[src/rtl/hu_pkg.sv]
package hu_pkg;
  localparam int unsigned SEL_W = 2;

  typedef enum logic [SEL_W-1:0] {
    FWD_RF  = 2'b00,
    FWD_MEM = 2'b01,
    FWD_WB  = 2'b10
  } fwd_src_e;
endpackage

[src/rtl/hu_match.sv]
// One producer/consumer comparison: a used source against a writing,
// nonzero destination.
module hu_match #(
  parameter int unsigned IDX_W = 5
) (
  input  logic [IDX_W-1:0] src,
  input  logic             src_used,
  input  logic [IDX_W-1:0] dst,
  input  logic             dst_wr,
  output logic             hit
);
  logic dst_live;

  always_comb begin
    dst_live = dst_wr && (dst != '0);
    hit      = src_used && dst_live && (dst == src);
  end
endmodule

[src/rtl/hu_fwd_pick.sv]
// Bypass select for one ALU operand, memory stage ahead of writeback.
module hu_fwd_pick
  import hu_pkg::*;
#(
  parameter int unsigned IDX_W = 5
) (
  input  logic             clk,
  input  logic             rst_n,
  input  logic [IDX_W-1:0] src,
  input  logic             src_used,
  input  logic [IDX_W-1:0] mem_rd,
  input  logic             mem_wr,
  input  logic [IDX_W-1:0] wb_rd,
  input  logic             wb_wr,
  output fwd_src_e         sel
);
  logic hit_mem;
  logic hit_wb;

  hu_match #(.IDX_W(IDX_W)) u_mem_cmp (
    .src(src), .src_used(src_used), .dst(mem_rd), .dst_wr(mem_wr), .hit(hit_mem)
  );

  hu_match #(.IDX_W(IDX_W)) u_wb_cmp (
    .src(src), .src_used(src_used), .dst(wb_rd), .dst_wr(wb_wr), .hit(hit_wb)
  );

  always_comb begin
    if (hit_mem)     sel = FWD_MEM;
    else if (hit_wb) sel = FWD_WB;
    else             sel = FWD_RF;
  end

  // a match in both stages must take the younger value
  assert_younger_wins_R4: assert property (@(posedge clk) disable iff (!rst_n)
    (src_used && mem_wr && wb_wr && mem_rd == src && wb_rd == src && src != '0)
      |-> (sel == FWD_MEM));

  // a source that is not read never selects a bypass
  assert_unused_src_R7: assert property (@(posedge clk) disable iff (!rst_n)
    !src_used |-> (sel == FWD_RF));

  // no writer in either stage means the register file value is used
  assert_no_writer_R6: assert property (@(posedge clk) disable iff (!rst_n)
    (!mem_wr && !wb_wr) |-> (sel == FWD_RF));
endmodule

[src/rtl/hu_load_use.sv]
// Detects a load in execute whose result a decode source needs.
module hu_load_use #(
  parameter int unsigned IDX_W   = 5,
  parameter int unsigned NUM_SRC = 2
) (
  input  logic                            clk,
  input  logic                            rst_n,
  input  logic [NUM_SRC-1:0][IDX_W-1:0]   dec_src,
  input  logic [NUM_SRC-1:0]              dec_used,
  input  logic [IDX_W-1:0]                ex_rd,
  input  logic                            ex_wr,
  input  logic                            ex_is_load,
  output logic                            stall_req
);
  logic [NUM_SRC-1:0] src_hit;

  for (genvar g = 0; g < NUM_SRC; g++) begin : g_src
    hu_match #(.IDX_W(IDX_W)) u_cmp (
      .src(dec_src[g]), .src_used(dec_used[g]),
      .dst(ex_rd), .dst_wr(ex_wr), .hit(src_hit[g])
    );
  end

  always_comb begin
    stall_req = ex_is_load && (|src_hit);
  end

  // only a load can interlock
  assert_nonload_no_stall_R9: assert property (@(posedge clk) disable iff (!rst_n)
    !ex_is_load |-> !stall_req);

  // a load to x0 is no producer
  assert_x0_no_stall_R5: assert property (@(posedge clk) disable iff (!rst_n)
    (ex_rd == '0) |-> !stall_req);
endmodule

[src/rtl/hu_hazard_ctrl.sv]
module hu_hazard_ctrl
  import hu_pkg::*;
#(
  parameter int unsigned IDX_W = 5
) (
  input  logic             clk,
  input  logic             rst_n,
  input  logic [IDX_W-1:0] dec_rs1,
  input  logic             dec_rs1_used,
  input  logic [IDX_W-1:0] dec_rs2,
  input  logic             dec_rs2_used,
  input  logic [IDX_W-1:0] ex_rs1,
  input  logic             ex_rs1_used,
  input  logic [IDX_W-1:0] ex_rs2,
  input  logic             ex_rs2_used,
  input  logic [IDX_W-1:0] ex_rd,
  input  logic             ex_wr,
  input  logic             ex_is_load,
  input  logic [IDX_W-1:0] mem_rd,
  input  logic             mem_wr,
  input  logic [IDX_W-1:0] wb_rd,
  input  logic             wb_wr,
  output logic [1:0]       fwd_sel_a,
  output logic [1:0]       fwd_sel_b,
  output logic             pc_hold,
  output logic             fd_hold,
  output logic             de_bubble
);
  localparam int unsigned NUM_SRC = 2;

  logic [NUM_SRC-1:0][IDX_W-1:0] ex_src;
  logic [NUM_SRC-1:0]            ex_used;
  logic [NUM_SRC-1:0][IDX_W-1:0] dec_src;
  logic [NUM_SRC-1:0]            dec_used;
  fwd_src_e                      sel [NUM_SRC];
  logic                          stall_req;

  always_comb begin
    ex_src   = {ex_rs2, ex_rs1};
    ex_used  = {ex_rs2_used, ex_rs1_used};
    dec_src  = {dec_rs2, dec_rs1};
    dec_used = {dec_rs2_used, dec_rs1_used};
  end

  for (genvar g = 0; g < NUM_SRC; g++) begin : g_opnd
    hu_fwd_pick #(.IDX_W(IDX_W)) u_pick (
      .clk(clk), .rst_n(rst_n),
      .src(ex_src[g]), .src_used(ex_used[g]),
      .mem_rd(mem_rd), .mem_wr(mem_wr),
      .wb_rd(wb_rd), .wb_wr(wb_wr),
      .sel(sel[g])
    );
  end

  hu_load_use #(.IDX_W(IDX_W), .NUM_SRC(NUM_SRC)) u_interlock (
    .clk(clk), .rst_n(rst_n),
    .dec_src(dec_src), .dec_used(dec_used),
    .ex_rd(ex_rd), .ex_wr(ex_wr), .ex_is_load(ex_is_load),
    .stall_req(stall_req)
  );

  always_comb begin
    fwd_sel_a = sel[0];
    fwd_sel_b = sel[1];
    pc_hold   = stall_req;
    fd_hold   = stall_req;
    de_bubble = stall_req;
  end

  // the three interlock controls move together
  assert_stall_coherent_R10: assert property (@(posedge clk) disable iff (!rst_n)
    (pc_hold == fd_hold) && (fd_hold == de_bubble));

  // x0 in both older stages never yields a bypass
  assert_x0_no_fwd_R5: assert property (@(posedge clk) disable iff (!rst_n)
    (mem_rd == '0 && wb_rd == '0) |-> (fwd_sel_a == 2'b00 && fwd_sel_b == 2'b00));

  // the code 11 is never produced
  assert_sel_legal_R1: assert property (@(posedge clk) disable iff (!rst_n)
    (fwd_sel_a != 2'b11) && (fwd_sel_b != 2'b11));
endmodule

[config.mk]
export PLATFORM = sky130hd
export DESIGN_NAME = hu_hazard_ctrl
export DESIGN_NICKNAME = d
export VERILOG_FILES = /design/src/rtl/hu_pkg.sv /design/src/rtl/hu_match.sv /design/src/rtl/hu_fwd_pick.sv /design/src/rtl/hu_load_use.sv /design/src/rtl/hu_hazard_ctrl.sv
export SDC_FILE = /design/constraint.sdc
export NUM_CORES = 1
export LEC_CHECK = 0
export ABC_AREA = 1
export ABC_CLOCK_PERIOD_IN_PS = 2300
export BUFFER_PORTS_ARGS = -buffer_cell sky130_fd_sc_hd__buf_4
export CORE_MARGIN = 2
export CORE_UTILIZATION = 45
export DETAILED_ROUTE_END_ITERATION = 7
export GPL_ROUTABILITY_DRIVEN = 0
export PLACE_DENSITY_LB_ADDON = 0.2
export SLEW_MARGIN = 20
export SYNTH_ARGS = -nofsm -noshare
export SYNTH_HDL_FRONTEND = slang
export SYNTH_SLANG_ARGS = --single-unit
[constraint.sdc]
create_clock -name vclk -period 2.3
set_clock_uncertainty 0.05 [all_clocks]
set_input_delay 0.46 -clock vclk [all_inputs]
set_output_delay 0.46 -clock vclk [all_outputs]
set_load 0.05 [all_outputs]
==> results.py <==
metrics = {
    "run_status": {
        "status": "completed",
    },
    "timing": {
        "whs_ns": 1.28,
        "setup_violations": 0,
        "rsz0062_at_grt": "false",
        "finalCriticalPeriod_ns": 1.85,
        "layout_setup_ws_ns": 0.448,
        "drv_slew": 0,
        "finalCritPeriodShare_pct": 80.5,
        "fmax_ghz": 0.540,
        "tns_ns": 0,
        "hold_viol_final": 0,
        "max_slew_margin_pct": 86.8,
        "tightest_slew_ns": 0.197,
    },
    "pwr": {
        "combPwrFrac_pct": 100.0,
        "irDropWorstVdd_uv": 97.6,
        "power_density_nw_per_um2": 158,
        "pwr-share-clk_pct": 0,
        "seq_power_share_pct": 0,
        "p_sw_uw": 80.9,
        "internal-power_uw": 80.1,
        "switching_share_pct": 50.3,
        "p_leak_uw": 0.000680,
    },
    "routing": {
        "finalWirelength_um": 2030,
        "drc": 0,
        "ant_nets": 0,
        "num_vias": 1019,
        "routedWlPerCell_um": 9.40,
        "drtIter0Drc": 38,
        "firstDrtPassIters": 4,
        "via_per_inst": 4.72,
    },
    "clock_network": {
        "cts_resized": 0,
        "post_cts_buffers": 0,
        "cts_hold_buf": 0,
    },
    "worst_hold_path": {
        "worstHoldStart": "mem_wr",
        "hold-path-endpoint": "fwd_sel_b[0]",
        "hp-class": "primary input to output port",
        "hold_path_depth": 4,
    },
    "grt": {
        "grt_pass1_wl_um": 3470,
        "grt_pass1_vias": 948,
        "grt_use_total_pct": 23.4,
        "antenna_found_initial": 0,
        "grt_max_degree": 5,
        "grt_overflow": 0,
    },
    "layout": {
        "clock_buffers": 0,
        "fin_nets": 248,
        "fin_util_pct": 76.4,
        "stdcell_area_um2": 1020,
        "n_antenna_cell": 0,
        "layout-drive-gt1-share_pct": 30.8,
        "area_growth_syn_to_layout_pct": 56.5,
        "nFlopsAndLatches": 0,
        "ff_latch_area_um2": 0,
    },
    "placement": {
        "portBuffers": 50,
        "detailedPlace.worstSlack_ns": 0.449,
        "dp_hpwl_um": 1840,
        "postPlaceCellArea_um2": 1020,
    },
    "floorplanning": {
        "die_w_um": 42.0,
        "dieHeight_um": 42.0,
        "design.portCount": 52,
        "initial_core_util_pct": 48.8,
        "row_count": 13,
        "coreArea_um2": 1330,
        "dieArea_um2": 1770,
    },
    "flow_run": {
        "drv_cap": 0,
    },
    "yosys": {
        "yosysWarningCount": 0,
        "synth_area_per_cell_um2": 4.20,
        "ys_types": 14,
        "syn_area_um2": 651,
        "synthCells": 155,
        "ys_seq_area_share_pct": 0,
        "synth_nets": 200,
    },
    "setup_path": {
        "critPathLaunchType": "primary input",
        "cp_max_fo": 3,
        "crit_type": "primary input to output port",
        "cp.required_ns": 1.79,
        "cp-end-kind": "output port",
        "worst_ep_arrival_time_ns": 1.34,
    },
}
[worst max-delay path, stage by stage]
cell and delay [ns]:
buf_4 0.12, inv_1 0.10, nand2_1 0.06, a21oi_1 0.16
nand3_1 0.11, nor2_2 0.11, nor2_1 0.05, buf_4 0.18
[synth_stat cells, drive strengths merged]
library cell	count	share of area [%]
a21boi	1	1.2
a21oi	4	3.1
buf	4	4.6
inv	33	19
nand2	70	40
nand3	11	8.5
nand4	1	0.96
nor2	23	14
nor3	3	3.8
o21ai	5	4.4
[power groups by stage]
stage	registers (uW)	clock network (uW)	logic (uW)
final	0	0	161
after global routing	0	0	180
after CTS	0	0	161
after detailed placement	0	0	160
after global placement	0	0	155
after floorplan	0	0	75.8
[worst max path at each step]
stage          startpoint            to  slack, ns  cells past startpoint
4_1_cts          ex_rd[1]       fd_hold       0.45                      7
6_report        mem_rd[2]  fwd_sel_a[1]       0.45                      8
3_5_place_dp     ex_rd[1]       fd_hold       0.45                      7
5_1_grt         mem_rd[2]  fwd_sel_a[1]       0.35                      8
2_1_floorplan    ex_rd[0]       fd_hold       0.16                      7
3_3_place_gp    mem_rd[2]  fwd_sel_a[1]       0.48                      8
[metrics by stage]
stage               instances  total power [uW]
finish                    216               161
global route              216               180
CTS                       216               161
detailed placement        216               160
floorplan                 155              75.8
global placement          216               155
[cell usage in the layout (no fill, tap or decap)]
master / Yosys / routed
nand2_1: 70 / 70
buf_4: 4 / 50
inv_1: 27 / 27
nor2_1: 21 / 21
nand3_1: 11 / 11
inv_2: 6 / 6
o21ai_1: 4 / 4
a21oi_1: 4 / 3
nor2_2: 2 / 2
nor3_2: 2 / 2
o21ai_2: 1 / 1
nand4_1: 1 / 1
a21boi_1: 1 / 1
nor3_1: 1 / 1
a21oi_2: 0 / 1
[metal layers]
layer,up-vias,part of all wire (%),track usage [%]
met5,-,0,0
met4,0,0.94,3.75
met3,4,5.9,0.862
met2,40,55,48.4
met1,426,39,26.2
li1,549,-,-
[cell families (layout without fill, tap and decap cells)]
kind of cell           count (synthesis)  count (layout)  share of synthesized area (%)
AOI/OAI and AO/OA                     10              10                           8.65
and+or+nand+nor                      108             108                           67.7
buffers and inverters                 37              83                           23.7
[layout make-up]
class / instances / area (um2)
Inverter: 33 / 124
Multi-Input combinational cell: 118 / 500
Tap cell: 15 / 18.8
Fill cell: 129 / 315
Timing Repair Buffer: 50 / 375
Note: power is estimated with default switching activity, not from simulation.
